`src/rtl/st_pkg.sv`:
```
package st_pkg;
  // Smallest delay that lets every output word exist before it is needed,
  // plus the extra storage time requested.
  function automatic int st_delay(input int rows, input int cols, input int min_life);
    return (rows - 1) * (cols - 1) + min_life;
  endfunction

  // A two-bank store holds words safely only below this extra lifetime.
  function automatic int st_life_limit(input int rows, input int cols);
    return 2 * (rows + cols - 1);
  endfunction
endpackage

```
`src/rtl/st_wr_ctrl.sv`:
```
module st_wr_ctrl #(
  parameter int N  = 32,
  parameter int IW = 5
) (
  input  logic          clk,
  input  logic          rst,
  input  logic          en,
  output logic [IW-1:0] w_idx,
  output logic          w_bank
);
  localparam logic [IW-1:0] LAST = IW'(N - 1);

  always_ff @(posedge clk) begin
    if (rst) begin
      w_idx  <= '0;
      w_bank <= 1'b0;
    end else if (en) begin
      if (w_idx == LAST) begin
        w_idx  <= '0;
        w_bank <= ~w_bank;
      end else begin
        w_idx <= w_idx + 1'b1;
      end
    end
  end
endmodule

```
`src/rtl/st_rd_ctrl.sv`:
```
module st_rd_ctrl #(
  parameter int ROWS  = 4,
  parameter int COLS  = 8,
  parameter int DELAY = 23,
  parameter int IW    = 5
) (
  input  logic                    clk,
  input  logic                    rst,
  input  logic                    en,
  output logic                    active,
  output logic [IW-1:0]           r_idx,
  output logic                    r_bank,
  output logic [$clog2(ROWS)-1:0] r_row,
  output logic [$clog2(COLS)-1:0] r_col
);
  localparam int RW  = $clog2(ROWS);
  localparam int CLW = $clog2(COLS);
  localparam int FW  = $clog2(DELAY + 1);
  localparam logic [FW-1:0]  FILL_END = FW'(DELAY);
  localparam logic [RW-1:0]  ROW_END  = RW'(ROWS - 1);
  localparam logic [CLW-1:0] COL_END  = CLW'(COLS - 1);
  localparam logic [IW-1:0]  STEP     = IW'(ROWS);

  logic [FW-1:0] fill;

  assign active = (fill == FILL_END);

  always_ff @(posedge clk) begin
    if (rst) begin
      fill   <= '0;
      r_idx  <= '0;
      r_bank <= 1'b0;
      r_row  <= '0;
      r_col  <= '0;
    end else if (en) begin
      if (!active) begin
        fill <= fill + 1'b1;
      end else if (r_col == COL_END) begin
        r_col <= '0;
        if (r_row == ROW_END) begin
          r_row  <= '0;
          r_idx  <= '0;
          r_bank <= ~r_bank;
        end else begin
          r_row <= r_row + 1'b1;
          r_idx <= IW'(r_row) + 1'b1;
        end
      end else begin
        r_col <= r_col + 1'b1;
        r_idx <= r_idx + STEP;
      end
    end
  end
endmodule

```
`src/rtl/st_store.sv`:
```
module st_store #(
  parameter int WORD = 16,
  parameter int N    = 32,
  parameter int IW   = 5
) (
  input  logic            clk,
  input  logic            rst,
  input  logic            en,
  input  logic [WORD-1:0] din,
  input  logic [IW-1:0]   w_idx,
  input  logic            w_bank,
  input  logic            rd_en,
  input  logic [IW-1:0]   r_idx,
  input  logic            r_bank,
  output logic [WORD-1:0] dout
);
  localparam int DEPTH = 2 * N;
  localparam int AW    = $clog2(DEPTH);

  logic [WORD-1:0] mem [DEPTH];
  logic [AW-1:0]   waddr, raddr;
  logic            fwd;

  assign waddr = (w_bank ? AW'(N) : AW'(0)) + AW'(w_idx);
  assign raddr = (r_bank ? AW'(N) : AW'(0)) + AW'(r_idx);
  assign fwd   = (waddr == raddr);

  always_ff @(posedge clk) begin
    if (en) mem[waddr] <= din;
  end

  always_ff @(posedge clk) begin
    if (rst) dout <= '0;
    else if (en && rd_en) dout <= fwd ? din : mem[raddr];
  end
endmodule

```
`src/rtl/stream_transposer.sv`:
```
module stream_transposer #(
  parameter int WORD     = 16,
  parameter int ROWS     = 4,
  parameter int COLS     = ROWS,
  parameter int MIN_LIFE = 0
) (
  input  logic            clk,
  input  logic            rst,
  input  logic            en,
  input  logic [WORD-1:0] din,
  output logic [WORD-1:0] dout
);
  localparam int N     = ROWS * COLS;
  localparam int IW    = $clog2(N);
  localparam int DELAY = st_pkg::st_delay(ROWS, COLS, MIN_LIFE);

  logic [IW-1:0]           w_idx, r_idx;
  logic                    w_bank, r_bank, active;
  logic [$clog2(ROWS)-1:0] r_row;
  logic [$clog2(COLS)-1:0] r_col;

  st_wr_ctrl #(.N(N), .IW(IW)) u_wr (
    .clk(clk), .rst(rst), .en(en), .w_idx(w_idx), .w_bank(w_bank)
  );

  st_rd_ctrl #(.ROWS(ROWS), .COLS(COLS), .DELAY(DELAY), .IW(IW)) u_rd (
    .clk(clk), .rst(rst), .en(en), .active(active), .r_idx(r_idx),
    .r_bank(r_bank), .r_row(r_row), .r_col(r_col)
  );

  st_store #(.WORD(WORD), .N(N), .IW(IW)) u_mem (
    .clk(clk), .rst(rst), .en(en), .din(din), .w_idx(w_idx), .w_bank(w_bank),
    .rd_en(active), .r_idx(r_idx), .r_bank(r_bank), .dout(dout)
  );
endmodule

```
`config.mk`:
```
export PLATFORM = sky130hd
export DESIGN_NAME = stream_transposer
export DESIGN_NICKNAME = d
export VERILOG_FILES = /design/src/rtl/st_pkg.sv /design/src/rtl/st_wr_ctrl.sv /design/src/rtl/st_rd_ctrl.sv /design/src/rtl/st_store.sv /design/src/rtl/stream_transposer.sv
export SDC_FILE = /design/constraint.sdc
export NUM_CORES = 1
export LEC_CHECK = 0
export ABC_AREA = 1
export CORE_MARGIN = 3
export CORE_UTILIZATION = 34
export CTS_CLUSTER_SIZE = 24
export DETAILED_ROUTE_END_ITERATION = 8
export DONT_BUFFER_PORTS = 1
export PLACE_DENSITY = 0.49
export SLEW_MARGIN = 20
export SYNTH_ARGS = -nofsm -noshare
export SYNTH_HDL_FRONTEND = slang
export SYNTH_SLANG_ARGS = --single-unit
```
`constraint.sdc`:
```
create_clock -name clk -period 3.27 [get_ports clk]
set_input_delay 0 -clock clk [delete_from_list [all_inputs] [get_ports clk]]
set_output_delay 0 -clock clk [all_outputs]
set_load 0.05 [all_outputs]
```
* Word-level counts from Yosys, hierarchy flattened
Memory sizes are Yosys's and may differ from the RTL's. A register that Yosys moved wholly into a read port is not among the register bits. Index checks and enable logic that the tools add are counted.
Word-level totals: memory bits (writable) 512, memories 1, bits of input ports 19, logic and storage cells 38, bits in registers 18
Memory list:
- u_mem.mem | words 32, width 16, read ports 1, clocked after memory_dff 1, write ports 1, RTL line st_store.sv:20 | logic [WORD-1:0] mem [DEPTH];
Cells by class: reductions and logical operators 6, add/subtract/negate cells 8, equality and inequality tests 4, bitwise logic cells 3, mux-type cells 9
Operators by type and width (number):
- $mux 4 | 3
- $add 5x4->5 | 2
- $mux 5 | 2
- $add 4x1->4 const B | 2
- $eq 4x4->1 const B | 2
- $reduce_and 2->1 | 3
- $add 2x1->2 const B | 2
- $add 4x3->4 const B | 1
- $eq 2x2->1 const B | 2
- $mux 2 | 2
- $reduce_and 4->1 | 1
- $add 2x1->3 const B | 1
- $not 1->1 | 3
- $reduce_and 3->1 | 1
- $mux 1 | 2
- $logic_and 1x1->1 | 1

* Logic depth before layout (Yosys ltp)
Gate-level depths: netlist (run 1).
depth after elaboration 3, gate-level depth with buffers 13, mapped depth without buffers 11

* Cells and area by module
From an unflattened synthesis (run 1), not the netlist that was laid out.
Unflattened totals: cell total of the unflattened synthesis 2033, area total of the unflattened synthesis 22725.5 µm²
By module, submodules not included:
- st_store | cells an instance 1916, area each 21876.0 µm², instances 1
- st_rd_ctrl | cells an instance 86, area each 625.6 µm², instances 1
- st_wr_ctrl | cells an instance 31, area each 224.0 µm², instances 1

* Worst setup path before layout (run 1)
OpenSTA, ideal clock, no wires.
path type register -> register, from register u_wr.w_bank, to memory u_mem.mem[23][0] (enable), period minus slack after synthesis 2261 ps, data arrival time 1852 ps, path slack 1009 ps, data required time 2861 ps, library setup time 409 ps, stages on the path, launching flop included 4, cell sequence dfxtp_1 -> clkbuf_1 -> nand3_1 -> nor3_1
Between the ends: longest elaborated chain between the ends 2
Ends and longest elaborated chain:
- start, declared | RTL line st_wr_ctrl.sv:9 | output logic w_bank
- start signal, assigned | RTL line st_wr_ctrl.sv:20 | w_bank <= ~w_bank;
- $mux 5 | RTL line st_store.sv:24 | assign waddr = (w_bank ? AW'(N) : AW'(0)) + AW'(w_idx);
- $add 5x4->5 | RTL line st_store.sv:24
- end, declared | RTL line st_store.sv:20
Every way passes these cells.

* Final worst setup path (run 1)
from register u_rd.r_idx[0], to register u_mem.dout[2], read port of u_mem.mem
Between the ends: longest elaborated chain between the ends 1
Ends and longest elaborated chain:
- start, declared | RTL line st_rd_ctrl.sv:11 | output logic [IW-1:0] r_idx,
- start signal, assigned | RTL line st_rd_ctrl.sv:46 | r_idx <= IW'(r_row) + 1'b1;
- start signal, assigned | RTL line st_rd_ctrl.sv:50 | r_idx <= r_idx + STEP;
- $add 5x4->5 | RTL line st_store.sv:25 | assign raddr = (r_bank ? AW'(N) : AW'(0)) + AW'(r_idx);
- end, declared | RTL line st_store.sv:15 | output logic [WORD-1:0] dout
Every way passes these cells. A chain may end at the register's enable or synchronous reset.

==> results.md, run 1 <==
- Status: completed
- Mapped cell area: roughly 22000 um2
- Leak: 9.06 nW
- Starting Density: roughly 35%
- P per Cell Area: around 550 nW/um2
- Most common cell after layout, fill and taps aside: edfxtp_1
- Ports: 35
- Final ANT Viol Nets: 0
- Core footprint: around 65000 um2
- Hold Fails Final Rpt: 0
- CP max FO: 99
- Clk buf depth: 3
- Final core occ: 39.7%
- Via density: 5.07
- Register area share after synthesis: a little under three quarters
- Worst slack, placed: 778 ps
- Synth Net Count: roughly 2000
- First-pass GRT wire length: 95300 um
- Final min period: 3050 ps
- CP Capture Type: register
- DR vias: 14718
- Clock skew: slightly below 30 ps
- Most frequent cells in the layout: edfxtp_1 (512), nand2_1 (369), nor2_1 (314)
- Max H-tree Level: 2
- Crit path required time: 3750 ps
- Clock sinks: approximately 550
- Cts bufs inserted: 57
- Critical Path Start: u_rd.r_idx[0]
- Largest net degree at the start of global routing: around 120
- Placed Cells: 2760
- TritonCTS clock tree: built
- Share of cells above drive strength 1: 8.20%
- Wire length per cell: 22.1 um
- Finished Layout Cells: 2905
- Final setup viols: 0
- Worst R2R Start: u_rd.r_idx[0]
- Slew margin rel.: 47.5%
- # port buffers: 0
- First DRT Iteration DRCs: 1264
- Critical path data arrival time: 3530 ps
- Worst min-delay path startpoint: en
- Crit-path leading delay family: buffers and inverters
- Die W: 262 um
- Least-Margin Pin Slew: 784 ps
- Drt drc: 0
- First-pass iteration count of the detailed router: 4
- HPWL after DPL: 35700 um
- Setup TNS: 0 ps
- Synth top area share: 68.7%
- Setup CP Type: register to register
- Cell mode on critical path: nor2_1
- Root buf cell: clkbuf_16
- Final Cycle Share: around 93%
- Synth area leaders: edfxtp_1 (69%), nand2_1 (6.2%), nor2_1 (5.3%)
- CP bufs+invs: 3
- Clock Latency Late Sink: around 630 ps
- Post-CTS Setup Repair Bufs: 0
- Yosys cell types: 27
- Synth warn: 0
- Worst ir drop on vdd: 0.000552 V
- Final WL: ~64000 um
- Worst Hold Class: input port to register
- Area Overhead vs Synth: 15.0%
- Max Freq: approximately 0.33 GHz
- Gp weighted congestion: just under 0.9
- Die ar.: 68900 um2
- MaxCap Viol Count: 0
- CP max-delay cell: dlygate4sd3_1
- Initial antenna violation count: 1
- Clk slew on worst S/H paths: 70 ps
- FF+latch count, synth: around 550
- Synthesized instance count: a little under 2000
- Site Rows: 93
- Chip height: 262 um
- Grt ovf: 0
- Mapped Avg Cell Area: 11.4 um2
- CP max stage delay: about 560 ps
- Pins over their slew limit: 0
- Cells along the critical path: inv_8 -> o22ai_1 -> nor2_1 -> nand3_1 -> nor2_1 -> dlygate4sd3_1 -> nor2_1 -> nand2_1 -> dlygate4sd3_1 -> a21oi_1
- NumNets Final: 2031
- RSZ-0062 raised after global routing: false
- GRT Total Usage: 18.3%
- Vias in the first global route: 14107
- Setup WS post-layout: 221 ps
- Synth area leader: edfxtp_1
- Startpoint type of the worst setup path: register
stage by stage:
step / cell area (um2) / hold slack, ps / power (mW)
floorplan: 22400 / 69.1 / 7.94
global placement: 23400 / 74.5 / 7.99
detailed placement: 23400 / 70.5 / 7.99
CTS: 25700 / 123 / 14.3
global route: 25700 / 162 / 14.6
finish: 25700 / 167 / 14.2
layer usage:
metal	share of wire (%)	up-vias	global-route usage (%)
met5	0	-	0
met4	2.9	0	5.50
met3	5.5	96	2.55
met2	46	430	29.0
met1	45	7304	26.3
li1	-	6888	-
worst reg2reg max path, stage by stage, from the launching register on:
cell and delay [ps]:
dfxtp_4 380, inv_8 500, o22ai_1 190, nor2_1 160, nand3_1 260, nor2_1 150, dlygate4sd3_1 560, nor2_1 40
nand2_1 70, dlygate4sd3_1 550, a21oi_1 60
area by class of cell:
type | count | area (um2)
antenna | 2 | 5.00
clock inverter | 25 | 213
multi-input combinational | 1192 | 5350
timing repair buffer | 97 | 1060
fill | 6164 | 39100
tap | 855 | 1070
clock buffer | 78 | 1540
inverter | 110 | 420
sequential | 546 | 16100
synth_stat cells, drive strengths merged:
library cell / instances
edfxtp: 512
nand2: 369
nor2: 316
nand3: 180
o21ai: 174
inv: 109
a21oi: 72
buf: 70
o211ai: 49
clkbuf: 45
dfxtp: 34
or2: 11
ha: 8
nor3: 3
xor2: 3
a211oi: 2
o22ai: 2
a32oi: 1
clkinv: 1
nor4: 1
o211a: 1
kinds of logic (layout without fill, tap and decap cells):
| group | count (synthesis) | count (layout) | synth area share, % |
|---|---|---|---|
| other | 0 | 2 | 0 |
| flip-flops | 546 | 546 | 71.8 |
| buffers and inverters | 225 | 310 | 4.34 |
| AND/OR/NAND/NOR | 880 | 880 | 16.0 |
| AO/OA/AOI/OAI | 301 | 301 | 7.36 |
| adder cells (fa/ha/maj) | 8 | 8 | 0.448 |
| XOR/XNOR | 3 | 3 | 0.118 |
path summary, 6_finish.rpt:
| check | endpoint | slack (ps) | cells after the start |
|---|---|---|---|
| setup / recovery | u_mem.dout[2] | 220 | 10 |
| hold / removal | u_mem.mem[1][11] | 170 | 3 |
| setup reg to reg | u_mem.dout[2] | 220 | 10 |
| hold reg to reg | u_rd.r_row[1] | 470 | 2 |
where the power goes:
part | switching [mW] | internal (mW)
sequential | 0.0126 | 7.67
clock | 2.66 | 3.50
combinational | 0.260 | 0.0985
total | 2.93 | 11.3
timing repair:
item | 4_1_cts | 5_1_grt
endpoints found under the setup margin | 0 | 1
hold endpoints to repair | 547 | 0
gates resized for setup | 0 | 2
hold buffers | 40 | 0
state kept, by name, summed over array words and instances, names as in the netlist:
signal,cells
u_rd.fill,4
u_rd.r_bank,1
u_rd.r_row,2
u_mem.dout,16
u_wr.w_bank,1
u_wr.w_idx,4
u_rd.r_idx,4
u_mem.mem,512
u_rd.r_col,2
(Power assumes the default switching activity.)
==> run 2, diff against run 1 <==
- ABC_AREA: 1 -> 0
==> run 2 against run 1 <==
Net effect:
- die area down 4.4%
- sequential cell count did not move
- cell count shrank 28%
- critical path depth fell by 4
- count of clock-buffer cells in the layout decreased by 4
- design area down 2.9%
- core utilization is 0.62 points higher
- worst setup slack improved by 200 ps
- power shrank 0.22%
- first-iteration DRC count is 25% lower
- non-clock buffer count increased by 2
- clock skew shrank 13 ps
- critical endpoint is now u_mem.dout[4]
- highest routed layer unchanged
==> results.md, run 2 <==
- Critical Path Start: u_rd.r_idx[0]
- Synth area leaders: edfxtp_1 (72%), mux2i_1 (5.6%), mux4_2 (4.8%)
- Ys async rst share: 0% (unchanged)
- Combinational fraction of design power: 2.0% (-0.5 points)
- Crit-path leading delay family: compound AO/OA/AOI/OAI gates
- Top-count cell post-synth: edfxtp_1
- CP bufs+invs: 1 (-2)
- Largest net degree at the start of global routing: 50 (-59%)
- Crit path required time: 3770 ps (+20 ps)
- Startpoint type of the worst setup path: register
- Top reg by flops: u_mem.mem
- Drt drc: 0 (unchanged)
- CP max FO: 49 (-51%)
- Area Overhead vs Synth: 16.9%
- Starting Density: 34.5% (about the same)
- NumNets Final: 1222 (-40%)
- Mapped Avg Cell Area: 19.4 um2 (+70%)
- DR vias: 10788 (-27%)
- Most common cell after layout, fill and taps aside: edfxtp_1
- Leak: 7.56 nW (-17%)
- Cts bufs inserted: 56 (-1.8%)
- Flop pwr share: 54.2% (about the same)
- Max H-tree Level: 2 (unchanged)
- Slew margin rel.: 35.9% (-12 points)
- Mapped cell area: 21400 um2 (-4.5%)
- Hold path depth: 4 (+1)
- HPWL after DPL: 32400 um (-9.2%)
- Initial antenna violation count: 2 (+1)
- Final min period: 2850 ps (-201 ps)
- Worst R2R Start: u_rd.r_idx[0]
- Final setup viols: 0 (unchanged)
- P_int: 11.3 mW (+0.65%)
- Synth Flop Type: edfxtp_1
- # port buffers: 0 (unchanged)
- First DRT Iteration DRCs: 949 (-25%)
- FF+latch count, synth: 546 (unchanged)
- WHS Endpoint: u_mem.dout[12]
- Least-Margin Pin Slew: 958 ps (+173 ps)
- Pins over their slew limit: 0 (unchanged)
- Critical path data arrival time: 3350 ps (-180 ps)
- Max Freq: 0.351 GHz (+7.0%)
- TritonCTS clock tree: built
- Synthesized instance count: 1104 (-44%)
- Reg-to-reg critical path endpoint: u_mem.dout[4]
- Final ANT Viol Nets: 0 (unchanged)
- Largest regs: u_mem.mem x512, u_mem.dout x16
- GRT Total Usage: 16.2% (-2.1 points)
- Site Rows: 91 (-2.2%)
- Clock sinks: 546 (unchanged)
- Sw frac: 20.0% (-0.69 points)
- Most frequent cells in the layout: edfxtp_1 (512), mux2i_1 (119), buf_4 (61)
- Core footprint: 61900 um2 (-4.4%)
- Worst ir drop on vdd: 0.000414 V (-25%)
- Clock power share: 43.8% (+0.4 points)
- Post-synth EDFFs: 512 (unchanged)
- Via density: 5.19 (+2.5%)
- Setup CP Type: register to register
- Storage element area: 16100 um2 (unchanged)
- R2R setup slack: 420 ps (+200 ps)
- Status: completed
- Multi-input combinational cell area: 5010 um2 (-6.4%)
- Share of cells above drive strength 1: 21.3% (+13 points)
- P per Cell Area: 568 nW/um2 (+2.8%)
- MaxCap Viol Count: 0 (unchanged)
- First-pass GRT wire length: 77900 um (-18%)
- Clk buf depth: 3 (unchanged)
- Clk slew on worst S/H paths: 60 ps (about the same)
- Vias in the first global route: 10731 (-24%)
- Cells along the critical path: buf_12 -> mux4_1 -> a2bb2oi_1 -> a221oi_1 -> a211oi_1 -> a221o_1
- Final Cycle Share: 87.1% (-6.1 points)
- Yosys cell types: 44 (+63%)
- Final WL: 53800 um (-16%)
- Register area share after synthesis: 75.2% (+3.4 points)
- Worst Hold Class: input port to register
- Switch Pwr: 2.83 mW (-3.5%)
- Synth Net Count: 1131 (-43%)
- Fill cells: 5591 (-9.3%)
- Grt ovf: 0 (unchanged)
- Worst min-delay path startpoint: en
- Clock Latency Late Sink: 610 ps (-20 ps)
- Gp weighted congestion: 0.745 (-15%)
- Root buf cell: clkbuf_16
- Overall Power: 14.2 mW (-0.22%)
- Hold Fails Final Rpt: 0 (unchanged)
- Wire length per cell: 25.9 um (+17%)
- CP max stage delay: 670 ps (+110 ps)
- FF-to-FF path depth: 6 (-4)
- Most common library cells after synthesis: edfxtp_1 (512), mux2i_1 (119), mux4_2 (46)
- Synth warn: 0 (unchanged)
- Max reg flops: 512 (unchanged)
- CP Capture Type: register
- Die ar.: 65900 um2 (-4.4%)
- Setup TNS: 0 ps (unchanged)
- Ports: 35 (unchanged)
- Post-CTS Setup Repair Bufs: 0 (unchanged)
- Chip height: 257 um (-2.2%)
- RSZ-0062 raised after global routing: false
- Synth area leader: edfxtp_1
- CP max-delay cell: dfxtp_4
- Die W: 257 um (-2.2%)
- Synth top area share: 72.0% (+3.2 points)
- First-pass iteration count of the detailed router: 5 (+1)
- Clock skew: 16.4 ps (-13.4 ps)
-- run 2: repair_timing --
item	in CTS	in global routing
endpoints found under the hold margin	562	0
hold buffers	35	0
gates resized for setup	0	0
-- run 2: logic make-up (layout without fill, tap and decap cells) --
kind of cell             after synthesis  count (layout)  synth area share [%]
other                                  0               1                     0
adder cells (fa/ha/maj)                8               8                 0.469
AND/OR/NAND/NOR                      132             132                  2.88
multiplexers                         204             204                  14.1
AO/OA/AOI/OAI                        130             130                  5.17
flip-flops                           546             546                  75.2
XOR/XNOR                              11              11                 0.451
buffers and inverters                 73             209                  1.78
-- run 2: area by class of cell --
class / instances / share of cell area, %
Sequential cell: 546 / 64.3
Multi-Input combinational cell: 485 / 20.1
Clock buffer: 74 / 6.09
Tap cell: 837 / 4.19
Timing Repair Buffer: 99 / 4.12
Clock inverter: 29 / 1.05
Inverter: 7 / 0.105
Antenna cell: 1 / 0.0100
-- run 2: worst max path at each step --
stage	end	slack [ps]	depth (start not counted)
2_1_floorplan	u_mem.mem[7][0]	210	3
3_3_place_gp	u_mem.dout[4]	350	6
3_5_place_dp	u_mem.dout[4]	330	6
4_1_cts	u_mem.dout[4]	340	6
5_1_grt	u_mem.dout[4]	270	6
6_report	u_mem.dout[4]	420	6
-- run 2: metal layers --
| metal | up-vias | part of all wire [%] | global-route usage (%) |
|---|---|---|---|
| li1 | 4763 | - | - |
| met1 | 5661 | 45 | 23.1 |
| met2 | 291 | 47 | 26.0 |
| met3 | 73 | 5.3 | 2.81 |
| met4 | 0 | 2.1 | 4.11 |
| met5 | - | 0 | 0 |
-- run 2: worst register-to-register path: stages (launching register included) --
cell and delay, ps:
dfxtp_4 670, buf_12 460, mux4_1 620, a2bb2oi_1 160, a221oi_1 460, a211oi_1 90, a221o_1 280
-- run 2: power by group through the flow --
stage                     Clock [mW]  Combinational [mW]  Sequential [mW]
after global routing            6.63               0.307             7.68
after global placement             0               0.104             7.83
final                           6.21               0.285             7.69
after detailed placement           0               0.104             7.84
after floorplan                    0              0.0659             7.83
after CTS                       6.37               0.289             7.68
-- run 2: per-stage QoR --
stage          hold slack (ps)  setup slack, ps  instance area, um2  utilization [%]  std cells
2_1_floorplan             98.9              214               21400                -       1104
3_3_place_gp              82.1              349               22700             36.6       1939
3_5_place_dp              84.3              333               22700             36.6       1939
4_1_cts                   26.2              335               25000             40.3       2077
5_1_grt                   49.9              270               25000             40.3       2078
6_report                  74.2              422               25000             40.3       2078
